File: config.mk
export PLATFORM = sky130hd
export DESIGN_NAME = ptc_top
export DESIGN_NICKNAME = d
export VERILOG_FILES = /design/src/rtl/ptc_pkg.sv /design/src/rtl/ptc_edge_sync.sv /design/src/rtl/ptc_count_core.sv /design/src/rtl/ptc_event_unit.sv /design/src/rtl/ptc_top.sv
export SDC_FILE = /design/constraint.sdc
export NUM_CORES = 1
export LEC_CHECK = 0
export BUFFER_PORTS_ARGS = -buffer_cell sky130_fd_sc_hd__buf_2
export CAP_MARGIN = 40
export CORE_ASPECT_RATIO = 1.4
export CORE_MARGIN = 8
export CORE_UTILIZATION = 35
export DETAILED_ROUTE_END_ITERATION = 8
export SLEW_MARGIN = 20
export SYNTH_ARGS = -nofsm -noshare
export SYNTH_HDL_FRONTEND = slang
export SYNTH_SLANG_ARGS = --single-unit
File: constraint.sdc
create_clock -name clk -period 2.6 [get_ports clk]
set_input_delay 0 -clock clk [delete_from_list [all_inputs] [get_ports clk]]
set_output_delay 0 -clock clk [all_outputs]
set_load 0.02 [all_outputs]
File: src/rtl/ptc_pkg.sv
// Package: shared register offsets, channel counts and the count-source
// encoding for the prescaled timer/counter. Assumes a 4-bit word offset.
package ptc_pkg;
    localparam int ADDR_W   = 4;
    localparam int N_MATCH  = 4;
    localparam int N_CAP    = 2;
    localparam int N_FLAG   = N_MATCH + N_CAP;

    localparam logic [ADDR_W-1:0] ADR_CTRL   = 4'd0;
    localparam logic [ADDR_W-1:0] ADR_MODE   = 4'd1;
    localparam logic [ADDR_W-1:0] ADR_PSC    = 4'd2;
    localparam logic [ADDR_W-1:0] ADR_FLAGS  = 4'd3;
    localparam logic [ADDR_W-1:0] ADR_COUNT  = 4'd4;
    localparam logic [ADDR_W-1:0] ADR_PCNT   = 4'd5;
    localparam logic [ADDR_W-1:0] ADR_CAPCFG = 4'd6;
    localparam logic [ADDR_W-1:0] ADR_CAP0   = 4'd8;
    localparam logic [ADDR_W-1:0] ADR_CAP1   = 4'd9;

    typedef enum logic [1:0] {
        SRC_PRESCALE = 2'b00,
        SRC_RISE     = 2'b01,
        SRC_FALL     = 2'b10,
        SRC_BOTH     = 2'b11
    } cnt_src_e;
endpackage

File: src/rtl/ptc_edge_sync.sv
// Module: ptc_edge_sync
// Brings one asynchronous input into the clock domain through a STAGES-deep
// flop chain, then flags rising and falling edges by comparing the
// synchronized level with its value one clock earlier.
// Assumes STAGES >= 2.
module ptc_edge_sync #(
    parameter int STAGES = 2
) (
    input  logic clk,
    input  logic rst_n,
    input  logic din,
    output logic rise,
    output logic fall
);
    logic [STAGES-1:0] sync_q;
    logic              prev_q;

    // Shift the input through the synchronizer and keep one delayed copy.
    always_ff @(posedge clk) begin
        if (!rst_n) begin
            sync_q <= '0;
            prev_q <= 1'b0;
        end else begin
            sync_q <= {sync_q[STAGES-2:0], din};
            prev_q <= sync_q[STAGES-1];
        end
    end

    assign rise = sync_q[STAGES-1] & ~prev_q;
    assign fall = ~sync_q[STAGES-1] & prev_q;
endmodule

File: src/rtl/ptc_count_core.sv
// Module: ptc_count_core
// Holds the prescale counter and the main count. In timer mode the prescale
// counter steps each clock and wraps while the main count steps. In counter
// mode the main count steps on edge_tick. hold_zero overrides everything.
// Assumes psc can be changed at any time: a prescale count above psc wraps
// on the next running clock.
module ptc_count_core #(
    parameter int W = 32
) (
    input  logic         clk,
    input  logic         rst_n,
    input  logic         run,
    input  logic         hold_zero,
    input  logic         timer_mode,
    input  logic         edge_tick,
    input  logic [W-1:0] psc,
    output logic [W-1:0] tc,
    output logic [W-1:0] pc
);
    logic wrap;
    assign wrap = (pc >= psc);

    // Advance the prescale counter and the main count per the selected source.
    always_ff @(posedge clk) begin
        if (!rst_n || hold_zero) begin
            tc <= '0;
            pc <= '0;
        end else if (run) begin
            if (timer_mode) begin
                if (wrap) begin
                    pc <= '0;
                    tc <= tc + 1'b1;
                end else begin
                    pc <= pc + 1'b1;
                end
            end else if (edge_tick) begin
                tc <= tc + 1'b1;
            end
        end
    end

    assert_hold_zero_R1: assert property (@(posedge clk) disable iff (!rst_n)
        hold_zero |=> (tc == '0 && pc == '0));

    assert_frozen_R2: assert property (@(posedge clk) disable iff (!rst_n)
        (!run && !hold_zero) |=> ($stable(tc) && $stable(pc)));

    assert_wrap_step_R3: assert property (@(posedge clk) disable iff (!rst_n)
        (run && !hold_zero && timer_mode && wrap)
        |=> (pc == '0 && tc == W'($past(tc) + 1'b1)));

    assert_no_edge_hold_R4: assert property (@(posedge clk) disable iff (!rst_n)
        (run && !hold_zero && !timer_mode && !edge_tick)
        |=> ($stable(tc) && $stable(pc)));
endmodule

File: src/rtl/ptc_event_unit.sv
// Module: ptc_event_unit
// Compares the main count against NM match values and records the count on
// armed capture edges. Keeps the flag register: match flags in the low NM
// bits, capture flags above them. A write-one clear loses to a set event in
// the same clock.
module ptc_event_unit #(
    parameter int W  = 32,
    parameter int NM = 4,
    parameter int NC = 2
) (
    input  logic                   clk,
    input  logic                   rst_n,
    input  logic                   run,
    input  logic [W-1:0]           tc,
    input  logic [NM-1:0][W-1:0]   match_val,
    input  logic [NC-1:0]          cap_rise,
    input  logic [NC-1:0]          cap_fall,
    input  logic [2*NC-1:0]        cap_cfg,
    input  logic [NM+NC-1:0]       clr_mask,
    output logic [NM+NC-1:0]       flags,
    output logic [NC-1:0][W-1:0]   cap_val
);
    localparam int NF = NM + NC;

    logic [NF-1:0] set_vec;

    for (genvar m = 0; m < NM; m++) begin : g_match
        assign set_vec[m] = run && (tc == match_val[m]);
    end

    for (genvar c = 0; c < NC; c++) begin : g_cap
        logic         trig;
        logic [W-1:0] cap_q;
        assign trig = (cap_cfg[2*c] & cap_rise[c]) | (cap_cfg[2*c+1] & cap_fall[c]);
        assign set_vec[NM+c] = trig;
        assign cap_val[c] = cap_q;

        // Store the main count when an armed edge arrives on this channel.
        always_ff @(posedge clk) begin
            if (!rst_n)    cap_q <= '0;
            else if (trig) cap_q <= tc;
        end

        assert_capture_value_R11: assert property (@(posedge clk) disable iff (!rst_n)
            trig |=> (cap_q == $past(tc)));
    end

    // Update the flags: clear by mask, then let new events override.
    always_ff @(posedge clk) begin
        if (!rst_n) flags <= '0;
        else        flags <= (flags & ~clr_mask) | set_vec;
    end

    assert_set_wins_R9: assert property (@(posedge clk) disable iff (!rst_n)
        (set_vec != '0) |=> ((flags & $past(set_vec)) == $past(set_vec)));

    assert_w1c_R8: assert property (@(posedge clk) disable iff (!rst_n)
        (clr_mask != '0) |=> ((flags & $past(clr_mask & ~set_vec)) == '0));
endmodule

File: src/rtl/ptc_top.sv
// Module: ptc_top
// Prescaled 32-bit timer/counter with a word-addressed register port. It
// holds the control, mode, prescale, capture configuration and match
// registers, picks the count source, and muxes read data.
// Assumes the capture inputs are asynchronous and the register port is
// synchronous to clk.
module ptc_top
    import ptc_pkg::*;
#(
    parameter int W       = 32,
    parameter int SYNC_FF = 2
) (
    input  logic              clk,
    input  logic              rst_n,
    input  logic              wr_en,
    input  logic [ADDR_W-1:0] addr,
    input  logic [W-1:0]      wdata,
    output logic [W-1:0]      rdata,
    input  logic [N_CAP-1:0]  cap_in
);
    localparam logic [1:0] CTRL_RST_VAL = 2'b10;

    logic [1:0]                 ctrl_q;
    logic [3:0]                 mode_q;
    logic [W-1:0]               psc_q;
    logic [2*N_CAP-1:0]         capcfg_q;
    logic [N_MATCH-1:0][W-1:0]  match_q;

    logic [N_CAP-1:0]           cap_rise, cap_fall;
    logic [W-1:0]               tc, pc;
    logic [N_FLAG-1:0]          flags, clr_mask;
    logic [N_CAP-1:0][W-1:0]    cap_val;
    logic                       edge_tick, timer_mode, run_en, hold_zero, sel;
    cnt_src_e                   src;

    // Register writes from the port.
    always_ff @(posedge clk) begin
        if (!rst_n) begin
            ctrl_q   <= CTRL_RST_VAL;
            mode_q   <= '0;
            psc_q    <= '0;
            capcfg_q <= '0;
            match_q  <= '0;
        end else if (wr_en) begin
            case (addr)
                ADR_CTRL:   ctrl_q   <= wdata[1:0];
                ADR_MODE:   mode_q   <= wdata[3:0];
                ADR_PSC:    psc_q    <= wdata;
                ADR_CAPCFG: capcfg_q <= wdata[2*N_CAP-1:0];
                default: begin
                    if (addr[3:2] == 2'b11) match_q[addr[1:0]] <= wdata;
                end
            endcase
        end
    end

    assign clr_mask   = (wr_en && addr == ADR_FLAGS) ? wdata[N_FLAG-1:0] : '0;
    assign run_en     = ctrl_q[0];
    assign hold_zero  = ctrl_q[1];
    assign src        = cnt_src_e'(mode_q[1:0]);
    assign sel        = mode_q[2];
    assign timer_mode = (src == SRC_PRESCALE);

    for (genvar c = 0; c < N_CAP; c++) begin : g_sync
        ptc_edge_sync #(.STAGES(SYNC_FF)) sync_i (
            .clk  (clk),
            .rst_n(rst_n),
            .din  (cap_in[c]),
            .rise (cap_rise[c]),
            .fall (cap_fall[c])
        );
    end

    // Choose the counted edge from the selected input and polarity.
    always_comb begin
        case (src)
            SRC_RISE: edge_tick = cap_rise[sel];
            SRC_FALL: edge_tick = cap_fall[sel];
            SRC_BOTH: edge_tick = cap_rise[sel] | cap_fall[sel];
            default:  edge_tick = 1'b0;
        endcase
    end

    ptc_count_core #(.W(W)) core_i (
        .clk       (clk),
        .rst_n     (rst_n),
        .run       (run_en),
        .hold_zero (hold_zero),
        .timer_mode(timer_mode),
        .edge_tick (edge_tick),
        .psc       (psc_q),
        .tc        (tc),
        .pc        (pc)
    );

    ptc_event_unit #(.W(W), .NM(N_MATCH), .NC(N_CAP)) evt_i (
        .clk      (clk),
        .rst_n    (rst_n),
        .run      (run_en && !hold_zero),
        .tc       (tc),
        .match_val(match_q),
        .cap_rise (cap_rise),
        .cap_fall (cap_fall),
        .cap_cfg  (capcfg_q),
        .clr_mask (clr_mask),
        .flags    (flags),
        .cap_val  (cap_val)
    );

    // Read-data mux by word offset.
    always_comb begin
        rdata = '0;
        case (addr)
            ADR_CTRL:   rdata[1:0]         = ctrl_q;
            ADR_MODE:   rdata[3:0]         = mode_q;
            ADR_PSC:    rdata              = psc_q;
            ADR_FLAGS:  rdata[N_FLAG-1:0]  = flags;
            ADR_COUNT:  rdata              = tc;
            ADR_PCNT:   rdata              = pc;
            ADR_CAPCFG: rdata[2*N_CAP-1:0] = capcfg_q;
            ADR_CAP0:   rdata              = cap_val[0];
            ADR_CAP1:   rdata              = cap_val[1];
            default: begin
                if (addr[3:2] == 2'b11) rdata = match_q[addr[1:0]];
            end
        endcase
    end

    assert_ctrl_reset_R1: assert property (@(posedge clk) disable iff (!rst_n)
        $past(!rst_n) |-> (ctrl_q == CTRL_RST_VAL));

    assert_prescale_idle_R4: assert property (@(posedge clk) disable iff (!rst_n)
        (!timer_mode && !hold_zero) |=> $stable(pc));
endmodule

=== After elaboration in Yosys (flattened, before gate mapping) ===
Index checks and enable logic that the tools add are counted.

* Order comparisons: 4
* Mux-type cells: 20
* Bitwise operators: 19
* Reduce and logical (&&, ||, !) cells: 23
* Equality and inequality tests: 17
* Add/subtract/negate cells: 2

{| class="wikitable"
|+ Operators with widths
! kind !! number
|-
| 2-to-1 mux 32 bit || 7
|-
| case mux 26 bit (6 select lines) || 1
|-
| bitwise mux 128 bit || 1
|-
| equality test 32 bit || 4
|-
| adder 32 x 1 -> 32 bit, second input constant || 2
|-
| binary-select mux 32 bit (select 2 bit) || 1
|-
| demux 32 bit (select 2 bit) || 1
|-
| case mux 2 bit (9 select lines) || 2
|-
| >= comparator 32 bit || 1
|-
| case mux 2 bit (7 select lines) || 1
|-
| equality test 4 x 3 -> 1 bit, second input constant || 3
|-
| AND reduction 2 bit || 5
|-
| bitwise AND 1 bit || 8
|-
| equality test 4 x 2 -> 1 bit, second input constant || 2
|-
| equality test 4 bit, second input constant || 2
|-
| OR reduction 4 bit || 2
|-
| logical AND 1 bit || 7
|-
| bitwise AND 6 bit || 1
|-
| equality test 2 bit, second input constant || 3
|-
| 2-to-1 mux 6 bit || 1
|-
| inverter 6 bit || 1
|-
| OR 6 bit || 1
|-
| AND reduction 3 bit || 2
|-
| inverter 1 bit || 5
|-
| other kinds (15) || 21
|}

* Input bits: 41
* Register bits: 310
* Word-level logic and storage cells: 102

=== Logic depth before layout (Yosys ltp) ===
Gate-level depths: netlist (run 1).

* Word-level depth: 8
* Gate-level depth with buffers: 10
* Gate-level depth less buffers: 8

=== Modules after synthesis ===
A second synthesis (run 1) with hierarchy kept.

* Cell total of the unflattened synthesis: 1971
* Area total of the unflattened synthesis: 16638.5 um2

{| class="wikitable"
|+ By module, submodules not included
! module !! area each (um2) !! sequential area each (um2) !! times used !! cells an instance
|-
| ptc_top || 8528.2 || 3403.3 || 1 || 993
|-
| ptc_event_unit || 4202.8 || 1401.3 || 1 || 502
|-
| ptc_count_core || 3724.8 || 1281.2 || 1 || 460
|-
| ptc_edge_sync || 91.3 || 60.1 || 2 || 8
|}

=== Worst setup path before layout (run 1) ===
Ideal clock, no wire load.

* Kind: register to register
* From: register core_i.pc[0]
* To: register core_i.tc[23]
* Stages on the path, launching flop included: 10
* Data required time: 2.477 ns
* Setup slack: 0.499 ns
* Library setup time: 0.123 ns
* Arrival time: 1.978 ns
* Path through: dfxtp_1 -> inv_1 -> ha_1 -> nor3b_1 -> o21ai_0 -> a31o_1 -> o211ai_1 -> clkbuf_1 -> a31oi_1 -> mux2i_1

* Cells in the longest elaborated chain, start to end: 3

{| class="wikitable"
|+ Ends and longest elaborated chain
! what !! RTL line !! RTL
|-
| from (decl) || ptc_count_core.sv:18 || <nowiki>output logic [W-1:0] pc</nowiki>
|-
| from (signal assigned) || ptc_count_core.sv:34 || <nowiki>pc <= pc + 1'b1;</nowiki>
|-
| >= comparator 32 bit || ptc_count_core.sv:21 || <nowiki>assign wrap = (pc >= psc);</nowiki>
|-
| inequality test 2 bit (no source line) || - ||
|-
| AND reduction 3 bit (no source line) || - ||
|-
| to (signal assigned) || ptc_count_core.sv:32 || <nowiki>tc <= tc + 1'b1;</nowiki>
|-
| to (signal assigned) || ptc_count_core.sv:37 || <nowiki>tc <= tc + 1'b1;</nowiki>
|-
| to (decl) || ptc_count_core.sv:17 || <nowiki>output logic [W-1:0] tc,</nowiki>
|}

No other way between the ends.
A chain may end at the register's enable or synchronous reset.

=== Worst setup path after layout (run 1) ===
* From: register psc_q[22]
* To: register core_i.tc[13]

* Cells in the longest elaborated chain, start to end: 3

{| class="wikitable"
|+ Ends and longest elaborated chain
! what !! RTL line !! RTL
|-
| from (decl) || ptc_top.sv:25 || <nowiki>logic [W-1:0] psc_q;</nowiki>
|-
| from (signal assigned) || ptc_top.sv:48 || <nowiki>ADR_PSC: psc_q <= wdata;</nowiki>
|-
| >= comparator 32 bit || ptc_count_core.sv:21 ||
|-
| inequality test 2 bit (no source line) || - ||
|-
| AND reduction 3 bit (no source line) || - ||
|}

No other way between the ends.

==> impl_results.md, run 1 <==
* Outcome: completed
* Total power at roughly 11 mW
* Tightest Pin Transition at approximately 0.74 ns
* Layout cells sized above 1 at 0.1510
* Critical path class: reg2reg
* GPL Wtd Cong at 0.9809
* Sequential element share of the synthesized area at 0.3722
* Hold Fails Final Rpt at 0
* Initial antenna violation count at 0
* Avg WL per Cell at around 23 µm
* CTS buffer count at 31
* Synth top cells by count: nand2_1, dfxtp_1, a21boi_0
* Arrival time at the worst endpoint at roughly 3.1 ns
* Die span in y at roughly 270 µm
* Total Routing Usage GR at 0.2162
* Fillers at 4667
* Syn avg cell area at 8.325 µm²
* RSZ-0062 raised after global routing: true
* Cell taking the most area after synthesis: dfxtp_1
* Initial core utilization at 0.3544
* Vias at between 15000 and 20000
* Skew-Pair Late Insertion Delay at 0.60 ns
* Cells after synthesis at roughly 2000
* Count leader, synth: nand2_1
* Iteration-0 DRC Markers at approximately 1400
* CP Capture Type: flop
* Ys async rst share at 0
* Leakage at 6.749 nW
* Setup TNS at 0 ns
* Seq cells post-synth at between 300 and 400
* Total gr overflow at 0
* Slew headroom at 0.5055
* Mapped Nets at about 2100
* Worst vdd ir at ~0.61 mV
* Final period util at 0.9894
* I/O Buffers at between 70 and 80
* Clk pin slew, worst setup/hold paths at about 0.06 ns
* First-pass GRT wire length at 92430 µm
* Core box area at 47050 µm²
* Top post-synthesis cells by area: dfxtp_1, nand2_1, a21boi_0, xnor2_1, mux4_2
* Chip width at roughly 200 µm
* CTS tree: done
* Die ar. at between 50000 and 60000 µm²
* Mapped Area at 16670 µm²
* # clock sinks at 310
* Max Clk Rate at just under 400 MHz
* EDFF count, synth at 0
* Skew final at about 0.022 ns
* Min-delay worst type: in2reg
* Io pins at 73
* CTS H-tree depth at 1
* Vias in the first global route at approximately 15000
* Hpwl dp at ~44000 µm
* Post-Route WL at ~62000 µm
* Footprint of the multi-input gates at between 9000 and 10000 µm²
* Rows at 94
* Antenna Cells at 0
* DR vias/cell at between 5 and 6
* Pins Over Slew Limit at 0
* Max cap viols at 0
* Final Setup Violations at 0
* Ys Warns at 0
* FF+latch area at ~6200 µm²
* CTS root buf: clkbuf_16
* Post-route ant nets at 0
* Crit path launch type: flop
* Share of the synthesized area in the top cell type at 0.3722
* Top FF cell, synth: dfxtp_1
* Worst Path Required at 3.12 ns
* Area Overhead vs Synth at 18.85%
* Pin count of the biggest net entering global routing at ~120
* DRC viols at 0
* Nets at between 2000 and 2500
* First-pass iteration count of the detailed router at 6
* Pwr dens at 540.4 nW/µm²
* Worst-path fanout max at 10
* Clk buf depth at 3
* Unique masters post-synth at 61
* Period minus WS final at 2.572 ns
[per-layer routing]
layer	part of all wire	GRT usage	vias up
met5	0	0	-
met4	0.058	0.1220	0
met3	0.057	0.02067	145
met2	0.48	0.3687	622
met1	0.40	0.2656	7386
li1	-	-	7055
[cell type report]
class | count | share of cell area
timing repair buffer | 213 | 0.08365
inverter | 38 | 0.007197
clock inverter | 20 | 0.01686
sequential | 310 | 0.3137
clock buffer | 38 | 0.04300
tap | 624 | 0.03940
multi-input combinational | 1494 | 0.4962
[cells in the final DEF (no fill, tap or decap), types with 37 or more instances in the layout]
master / n
nand2_1: 547
dfxtp_1: 302
a21boi_0: 220
xnor2_1: 121
buf_4: 91
buf_2: 71
nand3_1: 68
nand4_1: 52
nor2_1: 45
mux2i_1: 43
inv_1: 38
xor2_1: 37
[power breakdown]
part / switching, mW / total, mW / internal (mW)
combinational: 0.375 / 0.618 / 0.243
clock: 2.06 / 5.27 / 3.21
sequential: 0.0357 / 4.82 / 4.79
[metrics by stage]
| stage | area (µm²) | cells | util | hold slack [ns] | setup WS [ns] |
|---|---|---|---|---|---|
| 6_report | 19820 | 2737 | 0.4213 | 0.1445 | 0.02752 |
| 5_1_grt | 19820 | 2737 | 0.4213 | 0.1651 | -0.02639 |
| 2_1_floorplan | 16670 | 2003 | - | 0.1273 | 0.4990 |
| 3_3_place_gp | 18010 | 2634 | 0.3828 | 0.2051 | -0.01361 |
| 3_5_place_dp | 18030 | 2636 | 0.3833 | 0.2108 | -0.1065 |
| 4_1_cts | 19590 | 2730 | 0.4163 | 0.04595 | 0.01843 |
[critical path, stage by stage (launching register included)]
cell	delay, ns
dfxtp_2	0.34
inv_1	0.04
ha_1	0.29
nand4_1	0.25
nor4_4	0.41
buf_4	0.19
o211ai_1	0.22
buf_4	0.24
buf_8	0.15
a31oi_2	0.16
mux2i_1	0.19
[timing repair]
item                                    4_1_cts  5_1_grt
endpoints found under the setup margin       36       10
gates resized for setup                       1       31
endpoints found under the hold margin       213        0
pin swaps                                     0        7
hold buffers                                 36        0
gates cloned                                  0        3
buffers inserted                              0        3
[kinds of logic after synthesis]
logic type	Yosys count	synth area share
buffers and inverters	199	0.05005
muxes	75	0.06903
DFF	310	0.3722
xor gates and xnor gates	158	0.08299
and+or+nand+nor	843	0.2263
adders and majority gates	34	0.02551
AOI/OAI and AO/OA	384	0.1739
[path summary, 6_finish.rpt]
path / startpoint / to / slack (ns) / depth (start not counted)
min reg2reg: g_sync[1].sync_i.sync_q[0]$_SDFF_PN0_ / g_sync[1].sync_i.sync_q[1]$_SDFF_PN0_ / 0.44 / 1
min: addr[3] / ctrl_q[0]$_SDFFE_PN0P_ / 0.14 / 5
max: psc_q[22]$_SDFFE_PN0P_ / core_i.tc[13]$_SDFFE_PP0P_ / 0.03 / 10
max reg2reg: psc_q[22]$_SDFFE_PN0P_ / core_i.tc[13]$_SDFFE_PP0P_ / 0.03 / 10
[sequential cells by signal, indices dropped and copies added, names as in the netlist, 4 cells and up]
name	count
match_q	128
evt_i.g_cap.cap_q	64
core_i.pc	32
core_i.tc	32
psc_q	32
evt_i.flags	6
capcfg_q	4
g_sync.sync_i.sync_q	4
mode_q	4
(Power assumes the default switching activity.)
==> run 2: changes to the inputs <==
- RECOVER_POWER: not set -> 50
==> run 2 against run 1 <==
Effect of this change:
- sequential power barely moved
- die area did not move
- via count fell by 0.43%
- register-to-register slack improved by 0.03 ns
- critical endpoint unchanged
- largest cell class unchanged
- largest power group unchanged
==> impl_results.md, run 2 (same netlist as run 1, synthesis figures left out) <==
* Clk buf depth at 3 (unchanged)
* Pins Over Slew Limit at 0 (unchanged)
* Clk pin slew, worst setup/hold paths at 0.07 ns (about the same)
* Worst Path Required at 3.12 ns (about the same)
* CTS root buf: clkbuf_16
* I/O Buffers at 72 (unchanged)
* Fillers at 4676 (+0.19%)
* Vias in the first global route at 14740 (unchanged)
* Die span in y at 274.3 µm (unchanged)
* DRC viols at 0 (unchanged)
* RSZ-0062 raised after global routing: true
* Skew final at 0.02229 ns (+0.0005260 ns)
* Most frequent cells in the layout: nand2_1, dfxtp_1, a21boi_0, xnor2_1, buf_4
* Most common cell after layout, fill and taps aside: nand2_1
* Core Util, Final at 0.4205 (-0.0007710)
* Period minus WS final at 2.547 ns (-0.02596 ns)
* Top flop regs: match_q: 128 flops, evt_i.g_cap.cap_q: 64 flops
* Worst-path fanout max at 10 (unchanged)
* Die ar. at 54980 µm² (unchanged)
* Crit path launch type: flop
* Tightest Pin Transition at 1.358 ns (+0.6160 ns)
* Nets at 2163 (unchanged)
* # clock sinks at 310 (unchanged)
* Final WS setup at 0.05348 ns (+0.02596 ns)
* Largest reg by FF count: match_q
* Layout cells sized above 1 at 0.1491 (-0.001893)
* Pin count of the biggest net entering global routing at 119 (unchanged)
* Initial core utilization at 0.3544 (unchanged)
* Post-route ant nets at 0 (unchanged)
* First-pass GRT wire length at 92430 µm (unchanged)
* Leakage at 6.725 nW (-0.36%)
* Footprint of the multi-input gates at 9832 µm² (about the same)
* Iteration-0 DRC Markers at 1394 (-2.3%)
* Total gr overflow at 0 (unchanged)
* Total power at 10.71 mW (about the same)
* DR vias/cell at 5.533 (-0.43%)
* Avg WL per Cell at 22.51 µm (-0.13%)
* CP peak stage delay at 0.36 ns (-0.05 ns)
* Max reg flops at 128 (unchanged)
* Vias at 15143 (-0.43%)
* CTS buffer count at 31 (unchanged)
* Initial antenna violation count at 0 (unchanged)
* Area Overhead vs Synth at 18.63%
* GPL Wtd Cong at 0.9809 (unchanged)
* CTS tree: done
* Core box area at 47050 µm² (unchanged)
* Inst Count DP at 2636 (unchanged)
* Worst path buffer plus inverter count at 3 (-1)
* Critical path class: reg2reg
* Min-delay worst type: in2reg
* Rows at 94 (unchanged)
* Antenna Cells at 0 (unchanged)
* Chip width at 200.5 µm (unchanged)
* CTS H-tree depth at 1 (unchanged)
* Outcome: completed
* Max Clk Rate at 392.7 MHz (+1.0%)
* Total Routing Usage GR at 0.2162 (unchanged)
* Most used cell, CP: buf_4
* Pwr dens at 541.3 nW/µm² (+0.16%)
* CP max stage cell: dfxtp_1
* CP Capture Type: flop
* Skew-Pair Late Insertion Delay at 0.60 ns (about the same)
* Crit path cell chain: ha_1 -> nand4_1 -> nor4_4 -> buf_4 -> o211ai_1 -> buf_4 -> buf_8 -> a31oi_2 -> mux2i_1
* Arrival time at the worst endpoint at 3.06 ns (-0.03 ns)
* Final Non-Filler Cells at 2737 (unchanged)
* First-pass iteration count of the detailed router at 6 (unchanged)
* Hpwl dp at 43890 µm (unchanged)
* FF+latch area at 6216 µm² (unchanged)
* CP delay by family, top: simple AND/OR/NAND/NOR gates
* Final Setup Violations at 0 (unchanged)
* Pre-CTS WS at -0.1065 ns (unchanged)
* Max cap viols at 0 (unchanged)
* Final period util at 0.9794 (-0.009986)
* Io pins at 73 (unchanged)
* Hold Fails Final Rpt at 0 (unchanged)
* Slew headroom at 0.09482 (-0.4107)
* Post-Route WL at 61610 µm (-0.13%)
* Worst vdd ir at 0.6127 mV (-0.16%)
## run 2: area by class of cell
class                           count  area share
Multi-Input combinational cell   1494      0.4970
Timing Repair Buffer              213     0.08210
Clock inverter                     20     0.01689
Clock buffer                       38     0.04307
Tap cell                          624     0.03947
Sequential cell                   310      0.3142
Inverter                           38    0.007211
## run 2: worst paths after layout
check,start,to,slack [ns],cells after the start
worst min-delay path,addr[3],ctrl_q[1]$_SDFFE_PN1P_,0.14,5
worst max-delay path,core_i.pc[30]$_SDFFE_PP0P_,core_i.tc[13]$_SDFFE_PP0P_,0.05,9
worst min register to register,g_sync[1].sync_i.sync_q[0]$_SDFF_PN0_,g_sync[1].sync_i.sync_q[1]$_SDFF_PN0_,0.44,1
worst max register to register,core_i.pc[30]$_SDFFE_PP0P_,core_i.tc[13]$_SDFFE_PP0P_,0.05,9
## run 2: routing by layer
metal  part of all wire  GRT usage  vias up
met2               0.48     0.3687      607
met1               0.40     0.2656     7331
met4              0.058     0.1220        0
met5                  0          0        -
met3              0.060    0.02067      141
li1                   -          -     7064
## run 2: per-stage QoR
stage                     setup TNS (ns)  area [µm²]  hold WS (ns)
final                                  0       19780        0.1414
after global routing             -0.1706       19780        0.1651
after CTS                              0       19590       0.04595
after detailed placement          -1.081       18030        0.2108
after global placement          -0.02065       18010        0.2051
after floorplan                        0       16670        0.1273
## run 2: where the power goes
part	switching [mW]	internal (mW)	total [mW]
clock	2.06	3.21	5.27
combinational	0.373	0.242	0.615
sequential	0.0357	4.79	4.82
## run 2: what timing repair did
item / in CTS / in global routing
gates resized for setup: 1 / 31
hold buffers: 36 / 0
pin swaps: 0 / 7
setup endpoints to repair: 36 / 10
hold endpoints to repair: 213 / 0
buffers inserted: 0 / 3
cloned: 0 / 3
## run 2: worst min-delay path, cell delays in order
cell,delay (ns)
buf_2,0.25
nor4_1,0.09
clkbuf_2,0.16
nand3_1,0.10
nand3_1,0.07
==> run 3: changes to the inputs <==
- CAP_MARGIN: 40 -> 30
- REMOVE_ABC_BUFFERS: not set -> 1
- SYNTH_HIERARCHICAL: not set -> 1
==> run 3 against run 2 <==
Effect of this change:
- combinational power rose by 12%
- sequential share of layout area barely moved
- maximum frequency shrank 2.0%
- cell count rose by 0.40%
- register-to-register slack worse by 0.05 ns
- worst setup slack got worse by 0.052 ns
- via count grew 0.28%
- non-clock buffer count up 39
- global-route usage shrank 0.16 points
- routed wire length rose by 0.71%
- count of clock-buffer cells in the layout fell by 2
- die area fell by 0.20%
- critical path type unchanged
==> impl_results.md, run 3 <==
* Outcome: completed
* Max Clk Rate at 384.9 MHz (-2.0%)
* Cell taking the most area after synthesis: dfxtp_1
* Count leader, synth: nand2_1
* Post-Route WL at 62040 µm (+0.71%)
* Tightest Pin Transition at 1.161 ns (-0.1967 ns)
* Seq cells post-synth at 310 (unchanged)
* Share of the synthesized area in the top cell type at 0.3730 (+0.0008116)
* Min-delay worst type: in2reg
* CP Capture Type: flop
* CTS H-tree depth at 1 (unchanged)
* Vias in the first global route at 14723 (-0.12%)
* DR vias/cell at 5.526 (-0.12%)
* Setup TNS at 0 ns (unchanged)
* First-pass GRT wire length at 91600 µm (-0.89%)
* Top FF cell, synth: dfxtp_1
* Io pins at 73 (unchanged)
* Hold Fails Final Rpt at 0 (unchanged)
* CTS root buf: clkbuf_16
* FF+latch area at 6217 µm² (about the same)
* Clk buf depth at 3 (unchanged)
* Worst Path Required at 3.12 ns (about the same)
* I/O Buffers at 72 (unchanged)
* Skew-Pair Late Insertion Delay at 0.58 ns (-0.02 ns)
* Nets at 2174 (+0.51%)
* Total Routing Usage GR at 0.2147 (-0.001590)
* Unique masters post-synth at 67 (+9.8%)
* Most common cell after layout, fill and taps aside: nand2_1
* Iteration-0 DRC Markers at 1326 (-4.9%)
* Footprint of the multi-input gates at 9654 µm² (-1.8%)
* Pre-CTS WS at -0.03015 ns (+0.07637 ns)
* # clock sinks at 310 (unchanged)
* Max cap viols at 0 (unchanged)
* Ys Warns at 6 (+6)
* CTS buffer count at 31 (unchanged)
* First-pass iteration count of the detailed router at 6 (unchanged)
* Initial antenna violation count at 1 (+1)
* Max reg flops at 128 (unchanged)
* Syn avg cell area at 8.442 µm² (+1.4%)
* Avg WL per Cell at 22.58 µm (+0.31%)
* Pwr dens at 520.7 nW/µm² (-3.8%)
* Ys async rst share at 0 (unchanged)
* Vias at 15186 (+0.28%)
* Synth top cells by count: nand2_1, dfxtp_1, a21boi_0
* Worst vdd ir at 0.4842 mV (-21%)
* Chip width at 200.3 µm (about the same)
* Die span in y at 274.0 µm (-0.10%)
* Initial core utilization at 0.3546 (about the same)
* Pins Over Slew Limit at 0 (unchanged)
* Largest reg by FF count: match_q
* Worst-path fanout max at 6 (-4)
* Fillers at 4590 (-1.8%)
* Total gr overflow at 0 (unchanged)
* Area Overhead vs Synth at 18.92%
* Slew headroom at 0.2260 (+0.1312)
* Final WS setup at 0.001713 ns (-0.05177 ns)
* Die ar. at 54870 µm² (-0.20%)
* Top flop regs: match_q: 128 flops, evt_i/g_cap.cap_q: 64 flops
* Final period util at 0.9993 (+0.01991)
* Total power at 10.30 mW (-3.8%)
* Mapped Area at 16640 µm² (-0.22%)
* CTS tree: done
* Post-route ant nets at 0 (unchanged)
* Hpwl dp at 43950 µm (+0.14%)
* Layout cells sized above 1 at 0.1724 (+0.02332)
* EDFF count, synth at 0 (unchanged)
* Skew final at 0.01889 ns (-0.003400 ns)
* Period minus WS final at 2.598 ns (+0.05177 ns)
* Core box area at 46930 µm² (-0.25%)
* Critical path class: reg2reg
* Leakage at 7.648 nW (+14%)
* Cells after synthesis at 1971 (-1.6%)
* Most frequent cells in the layout: nand2_1, dfxtp_1, a21boi_0, xor2_1, buf_4
* Pin count of the biggest net entering global routing at 202 (+70%)
* Final Setup Violations at 0 (unchanged)
* Crit path launch type: flop
* RSZ-0062 raised after global routing: true
* DRC viols at 0 (unchanged)
* Top post-synthesis cells by area: dfxtp_1, nand2_1, a21boi_0, xor2_1, mux4_2
* Arrival time at the worst endpoint at 3.12 ns (+0.06 ns)
* GPL Wtd Cong at 1.013 (+3.3%)
* Rows at 94 (unchanged)
* Sequential element share of the synthesized area at 0.3730 (+0.0008116)
* Clk pin slew, worst setup/hold paths at 0.07 ns (about the same)
run 3: cell types whose count changed in the layout (fill, tap and decap cells not counted), sizes merged, moves of 15 or more:
cell	change
a21oi	+22
a31oi	-26
buf	+44
mux2i	-29
nand2	-21
nand2b	-28
nand4	-23
o21ai	+26
or3	+15
or4	+16
xnor2	-94
xor2	+99
run 3: per-stage QoR:
step	instances	utilization	instance area, µm²	hold WS (ns)
global placement	2649	0.3859	18110	0.1981
finish	2748	0.4216	19790	0.1620
CTS	2743	0.4174	19590	0.1229
floorplan	1814	-	15770	0.06194
detailed placement	2649	0.3859	18110	0.2046
global route	2748	0.4216	19790	0.1484
run 3: cells by family after synthesis:
family,share of synthesized area
muxes,0.05490
adders and majority gates,0.02557
buffers and inverters,0.06166
DFF,0.3730
and+or+nand+nor,0.2228
AOI/OAI and AO/OA,0.1758
xor gates and xnor gates,0.08625
run 3: what timing repair did:
item / in CTS / in global routing
cloned: 0 / 1
endpoints found under the hold margin: 206 / 0
hold buffers: 36 / 0
resized for setup: 10 / 46
endpoints found under the setup margin: 13 / 46
setup buffers: 1 / 3
pin swaps: 5 / 18
run 3: path summary, 6_finish.rpt:
| path | start | to | slack (ns) | cells after the start |
|---|---|---|---|---|
| worst max-delay path | psc_q[30]$_SDFFE_PN0P_ | core_i/tc[23]$_SDFFE_PP0P_ | 0.002 | 11 |
| worst min-delay path | addr[2] | capcfg_q[3]$_SDFFE_PN0P_ | 0.16 | 5 |
| worst max register to register | psc_q[30]$_SDFFE_PN0P_ | core_i/tc[23]$_SDFFE_PP0P_ | 0.002 | 11 |
| worst min register to register | g_sync[1].sync_i/sync_q[0]$_SDFF_PN0_ | g_sync[1].sync_i/sync_q[1]$_SDFF_PN0_ | 0.43 | 1 |
run 3: area by class of cell:
type	count	area share
tap	624	0.03946
clock inverter	21	0.01182
timing repair buffer	252	0.09650
multi-input combinational	1463	0.4879
inverter	41	0.007778
antenna	1	0.0001265
sequential	310	0.3142
clock buffer	36	0.04218
run 3: critical path: stages, from the launching register on:
cell      delay, ns
dfxtp_2        0.33
inv_2          0.05
ha_4           0.25
nand4_1        0.15
nor4_2         0.31
buf_4          0.18
nor2_4         0.04
a31oi_4        0.26
buf_6          0.16
o211ai_4       0.10
or4_4          0.57
a21oi_2        0.12
run 3: metal layers:
metal / part of all wire / global-route usage / vias up
met5: 0 / 0 / -
li1: - / - / 7033
met2: 0.48 / 0.3682 / 686
met1: 0.39 / 0.2561 / 7283
met3: 0.066 / 0.02244 / 184
met4: 0.067 / 0.1337 / 0
run 3: where the power goes:
group	switching [mW]	leakage, nW	internal [mW]
Combinational	0.414	4.60	0.274
Clock	2.01	0.546	2.78
Sequential	0.0341	2.50	4.78
